<file path="config.mk">
export PLATFORM = sky130hd
export DESIGN_NAME = approx_mul8
export DESIGN_NICKNAME = d
export VERILOG_FILES = /design/src/rtl/amul_pkg.sv /design/src/rtl/cmp42_chain.sv /design/src/rtl/cmp42_flat.sv /design/src/rtl/nib_mul.sv /design/src/rtl/prod_merge.sv /design/src/rtl/approx_mul8.sv
export SDC_FILE = /design/constraint.sdc
export NUM_CORES = 1
export LEC_CHECK = 0
export BUFFER_PORTS_ARGS = -buffer_cell sky130_fd_sc_hd__buf_2
export CAP_MARGIN = 15
export CELL_PAD_IN_SITES_DETAIL_PLACEMENT = 1
export CELL_PAD_IN_SITES_GLOBAL_PLACEMENT = 1
export CORE_MARGIN = 4
export CORE_UTILIZATION = 45
export DETAILED_ROUTE_END_ITERATION = 7
export PLACE_DENSITY_LB_ADDON = 0.15
export SLEW_MARGIN = 20
export SYNTH_ARGS = -nofsm -noshare
export SYNTH_HDL_FRONTEND = slang
export SYNTH_SLANG_ARGS = --single-unit
</file>
<file path="constraint.sdc">
create_clock -name vclk -period 5.25
set_input_delay 0.2625 -clock vclk [all_inputs]
set_output_delay 0.2625 -clock vclk [all_outputs]
set_load 0.03 [all_outputs]
</file>
<file path="src/rtl/amul_pkg.sv">
package amul_pkg;

  localparam int OP_W   = 8;
  localparam int HALF_W = OP_W / 2;
  localparam int PROD_W = 2 * OP_W;
  localparam int SUB_W  = 2 * HALF_W;
  localparam int NPOS   = 4;

  typedef enum logic [1:0] {
    CFG_EXACT     = 2'd0,
    CFG_ALL_CHAIN = 2'd1,
    CFG_LOW_CHAIN = 2'd2,
    CFG_ALL_FLAT  = 2'd3
  } cfg_e;

  typedef enum logic [1:0] {
    K_EXACT = 2'd0,
    K_CHAIN = 2'd1,
    K_FLAT  = 2'd2
  } kind_e;

  // position 0 = low x low, 1 = low(a) x high(b), 2 = high(a) x low(b), 3 = high x high
  function automatic kind_e kind_at(cfg_e cfg, int pos);
    case (cfg)
      CFG_ALL_CHAIN: return K_CHAIN;
      CFG_ALL_FLAT:  return K_FLAT;
      CFG_LOW_CHAIN: return (pos == 0) ? K_CHAIN : K_EXACT;
      default:       return K_EXACT;
    endcase
  endfunction

  function automatic int pos_shift(int pos);
    return HALF_W * (((pos >> 1) & 1) + (pos & 1));
  endfunction

endpackage

</file>
<file path="src/rtl/cmp42_chain.sv">
module cmp42_chain (
  input  logic [3:0] x_i,
  input  logic       cin_i,
  output logic       sum_o,
  output logic       carry_o,
  output logic       cout_o
);

  logic pair_odd;

  always_comb begin
    pair_odd = (x_i[0] ^ x_i[1]) | (x_i[2] ^ x_i[3]);
    sum_o    = pair_odd ^ cin_i;
    carry_o  = pair_odd & cin_i;
    cout_o   = (x_i[0] & x_i[1]) | (x_i[2] & x_i[3]);
  end

endmodule

</file>
<file path="src/rtl/cmp42_flat.sv">
module cmp42_flat (
  input  logic [3:0] x_i,
  output logic       sum_o,
  output logic       carry_o
);

  always_comb begin
    sum_o   = (x_i[0] ^ x_i[1]) | (x_i[2] ^ x_i[3]);
    carry_o = (x_i[0] & x_i[1]) | (x_i[2] & x_i[3]);
  end

endmodule

</file>
<file path="src/rtl/nib_mul.sv">
module nib_mul
  import amul_pkg::*;
#(
  parameter kind_e KIND = K_EXACT
) (
  input  logic [HALF_W-1:0] a_i,
  input  logic [HALF_W-1:0] b_i,
  output logic [SUB_W-1:0]  p_o
);

  localparam int  COL_A = 3;
  localparam int  COL_B = 4;
  localparam bit  SKIP_B = (KIND == K_CHAIN);

  generate
    if (KIND == K_EXACT) begin : g_exact
      assign p_o = SUB_W'(a_i) * SUB_W'(b_i);
    end else begin : g_approx
      logic [HALF_W-1:0] pp [HALF_W];
      logic [SUB_W-1:0]  rest;
      logic [SUB_W-1:0]  comp;

      always_comb begin
        for (int i = 0; i < HALF_W; i++) begin
          for (int j = 0; j < HALF_W; j++) begin
            pp[i][j] = a_i[i] & b_i[j];
          end
        end
      end

      // exact sum of every partial-product bit outside the compressed columns
      always_comb begin
        rest = '0;
        for (int i = 0; i < HALF_W; i++) begin
          for (int j = 0; j < HALF_W; j++) begin
            if (!((i + j) == COL_A || (SKIP_B && (i + j) == COL_B))) begin
              rest = rest + (SUB_W'(pp[i][j]) << (i + j));
            end
          end
        end
      end

      if (KIND == K_CHAIN) begin : g_chain
        logic s3, c3, co3, s4, c4, co4;

        cmp42_chain u_col3 (
          .x_i    ({pp[3][0], pp[2][1], pp[1][2], pp[0][3]}),
          .cin_i  (1'b0),
          .sum_o  (s3),
          .carry_o(c3),
          .cout_o (co3)
        );

        cmp42_chain u_col4 (
          .x_i    ({1'b0, pp[3][1], pp[2][2], pp[1][3]}),
          .cin_i  (co3),
          .sum_o  (s4),
          .carry_o(c4),
          .cout_o (co4)
        );

        always_comb begin
          comp = (SUB_W'(s3) << COL_A) + (SUB_W'(c3) << COL_B)
               + (SUB_W'(s4) << COL_B) + (SUB_W'(c4) << (COL_B + 1))
               + (SUB_W'(co4) << (COL_B + 1));
        end
      end else begin : g_flat
        logic s3, c3;

        cmp42_flat u_col3 (
          .x_i    ({pp[3][0], pp[2][1], pp[1][2], pp[0][3]}),
          .sum_o  (s3),
          .carry_o(c3)
        );

        always_comb begin
          comp = (SUB_W'(s3) << COL_A) + (SUB_W'(c3) << COL_B);
        end
      end

      assign p_o = rest + comp;
    end
  endgenerate

endmodule

</file>
<file path="src/rtl/prod_merge.sv">
module prod_merge
  import amul_pkg::*;
(
  input  logic [SUB_W-1:0]  sub_i [NPOS],
  output logic [PROD_W-1:0] prod_o
);

  always_comb begin
    prod_o = '0;
    for (int p = 0; p < NPOS; p++) begin
      prod_o = prod_o + (PROD_W'(sub_i[p]) << pos_shift(p));
    end
  end

endmodule

</file>
<file path="src/rtl/approx_mul8.sv">
module approx_mul8
  import amul_pkg::*;
#(
  parameter cfg_e CFG = CFG_EXACT
) (
  input  logic [OP_W-1:0]   opa_i,
  input  logic [OP_W-1:0]   opb_i,
  output logic [PROD_W-1:0] prod_o
);

  logic [HALF_W-1:0] a_half [2];
  logic [HALF_W-1:0] b_half [2];
  logic [SUB_W-1:0]  sub    [NPOS];

  assign a_half[0] = opa_i[HALF_W-1:0];
  assign a_half[1] = opa_i[OP_W-1:HALF_W];
  assign b_half[0] = opb_i[HALF_W-1:0];
  assign b_half[1] = opb_i[OP_W-1:HALF_W];

  generate
    for (genvar p = 0; p < NPOS; p++) begin : g_pos
      nib_mul #(
        .KIND(kind_at(CFG, p))
      ) u_nib (
        .a_i(a_half[(p >> 1) & 1]),
        .b_i(b_half[p & 1]),
        .p_o(sub[p])
      );
    end
  endgenerate

  prod_merge u_merge (
    .sub_i (sub),
    .prod_o(prod_o)
  );

endmodule

</file>
==> out/qor.csv <==
metric,value,unit
status,completed,
number of detailed-routing iterations run before antenna repair,4,
Synth Net Count,406,
DRT iter0 DRCs,26,
Peak VDD IR,0.5684,mV
total power,1524,uW
Max Cap Viol,0,
pin count of the biggest net entering global routing,9,
sequential share of the synthesized area,0,
fin worst setup slack,164.5,ps
Cell variety after synth,24,
Critical Path Slowest Stage Cell,fa_1,
endpoints failing hold,0,
Synth top area share,0.3700,
Avg WL per Cell,15.91,um
HP Start,opa_i[0],
Synth Area in Compound Gates,0.1040,
n_diodes,0,
cell taking the most area after synthesis,ha_1,
CP endpoint kind,output pin,
Final min period,5085,ps
fmax,196.6,MHz
Synth Area in Adders,0.5780,
gr busiest metal,met2,
"Max FO, Critical Path",5,
Placement Rows,26,
Routed WL,6.635,mm
layout cell share with drive strength beyond 1,0.2450,
FFs & Latches,0,
"Area growth, synth to finish",24.40,%
die height,82.57,um
total number of vias,2199,
initial core utilization,0.4778,
"Period Utilization, post-route",0.9687,
met3 usage,0.005423,
DPL Wire Length,5.791,mm
most frequent cells after synthesis,"ha_1 (74), inv_1 (46), and2_1 (45)",
largest delay contributor family on the critical path,adder cells,
post-synthesis xor/xnor area fraction,0.07350,
mux contribution to synthesized area,0,
vias in the first global route,2343,
Vias/cell,5.273,
clock buffers,0,
Place WS,-156.6,ps
GR Overflow Total,0,
final setup violation count,0,
nets,465,
initial antenna violation count,0,
grt met2 use,0.3990,
# DRC,0,
main combinational cell family by area after synthesis,adder cells,
synth top area cells,"ha_1 (37%), fa_1 (21%), and2_1 (11%)",
Buf/Inv on CP,6,
worst-margin pin slew,310.3,ps
Total Routing Usage GR,0.2025,
grt met1 use,0.2440,
cells after synthesis,290,
critical-path cell list,buf_2 > nand2_2 > fa_1 > fa_1 > inv_1 > ha_4 > a21o_1 > a21oi_2 > o21bai_1 > a21oi_2 > xnor2_1 > ha_1 > ha_1 > inv_1 > fa_1 > inv_1 > ha_4 > buf_6 > o2111ai_2 > o21ai_1 > a21oi_2 > xnor2_1 > buf_4,
Hold Path Sink,prod_o[0],
Die Area,6818,um2
Syn. warnings,0,
"Hold-fix buffers, CTS",0,
Critical Path Max Stage Delay,530,ps
"Req. time, crit path",4990,ps
Leakage,0.001716,uW
synthesized area per cell,8.629,um2
Die Width,82.57,um
Port Buffer Count,32,
global-route wire length before repair,10.77,mm
P per Cell Area,489.5,nW/um2
critical path class,input pin to output pin,
Hold WC Path Type,input pin to output pin,
hold path depth,3,
crit start category,input pin,
Antenna Violating Nets Remaining,0,
mapped cell area,2502,um2
num ports,32,
"Slew Viols, Final",0,
Slew headroom,0.7924,
Worst EP arrival,4820,ps
Post-Synth Simple-Gate Area,0.1755,
CORE AREA,5238,um2
most frequent cell after synthesis,ha_1,
GPL Wtd Cong,0.8205,
FF+latch area,0,um2
[power by group]
part           internal [uW]  switching, uW
logic                    653            871
registers                  0              0
clock network              0              0
total                    653            871
[worst max-delay path by stage]
stage	slack, ps	from	depth (start not counted)	end
CTS	-0.1	opa_i[6]	23	prod_o[14]
detailed placement	-160	opa_i[4]	22	prod_o[15]
finish	160	opa_i[4]	23	prod_o[14]
floorplan	160	opa_i[4]	20	prod_o[14]
global placement	-40	opa_i[0]	22	prod_o[15]
global route	-60	opa_i[4]	23	prod_o[14]
[cells in the final DEF (no fill, tap or decap), types with 2 or more instances in the layout]
master,netlist,final
buf_4,0,29
nor2_1,8,8
a21oi_1,13,7
buf_2,0,25
o21bai_1,4,4
nand2_2,0,4
a211oi_1,2,2
nand2_1,25,21
xor2_1,5,5
ha_4,0,6
fa_1,26,24
buf_6,0,2
a21oi_2,2,7
ha_1,74,67
a21o_1,6,6
nor2b_1,2,2
o21ai_1,6,5
inv_1,46,45
fa_2,0,2
xnor2_1,16,16
a311oi_2,1,2
and2_1,45,45
[area by class of cell]
class / count / area, um2
tap: 70 / 87.58
fill: 641 / 2125
inverter: 46 / 172.7
multi-input combinational: 244 / 2480
timing repair buffer: 57 / 372.9
[per-layer routing]
layer,routed length (um),vias to the layer above,part of all wire
met3,162,12,0.024
li1,-,1070,-
met5,0,-,0
met2,3635,39,0.55
met1,2709,1078,0.41
met4,128,0,0.019
[repair_timing]
item                                    in CTS  in global routing
setup buffers                                0                  3
endpoints found under the setup margin       4                  5
pin swaps                                    6                 28
endpoints found under the hold margin        0                  0
gates resized for setup                      8                 30
[cell families (layout without fill, tap and decap cells)]
family,Yosys count,count (layout)
adder cells (fa/ha/maj),100,100
AND/OR/NAND/NOR,83,83
AO/OA/AOI/OAI,40,40
XOR/XNOR,21,21
buffers and inverters,46,103
[stage by stage]
step           TNS, ps  utilization  hold slack (ps)  instance area (um2)  instances
6_report             0       0.5944            925.2                 3113        417
5_1_grt         -75.42       0.5944            957.6                 3113        417
2_1_floorplan        0            -            742.3                 2502        290
4_1_cts        -0.1279       0.5609            977.9                 2938        414
3_5_place_dp    -567.1       0.5566            976.1                 2915        414
3_3_place_gp    -94.24       0.5566            956.0                 2915        414
(Power assumes the default switching activity.)
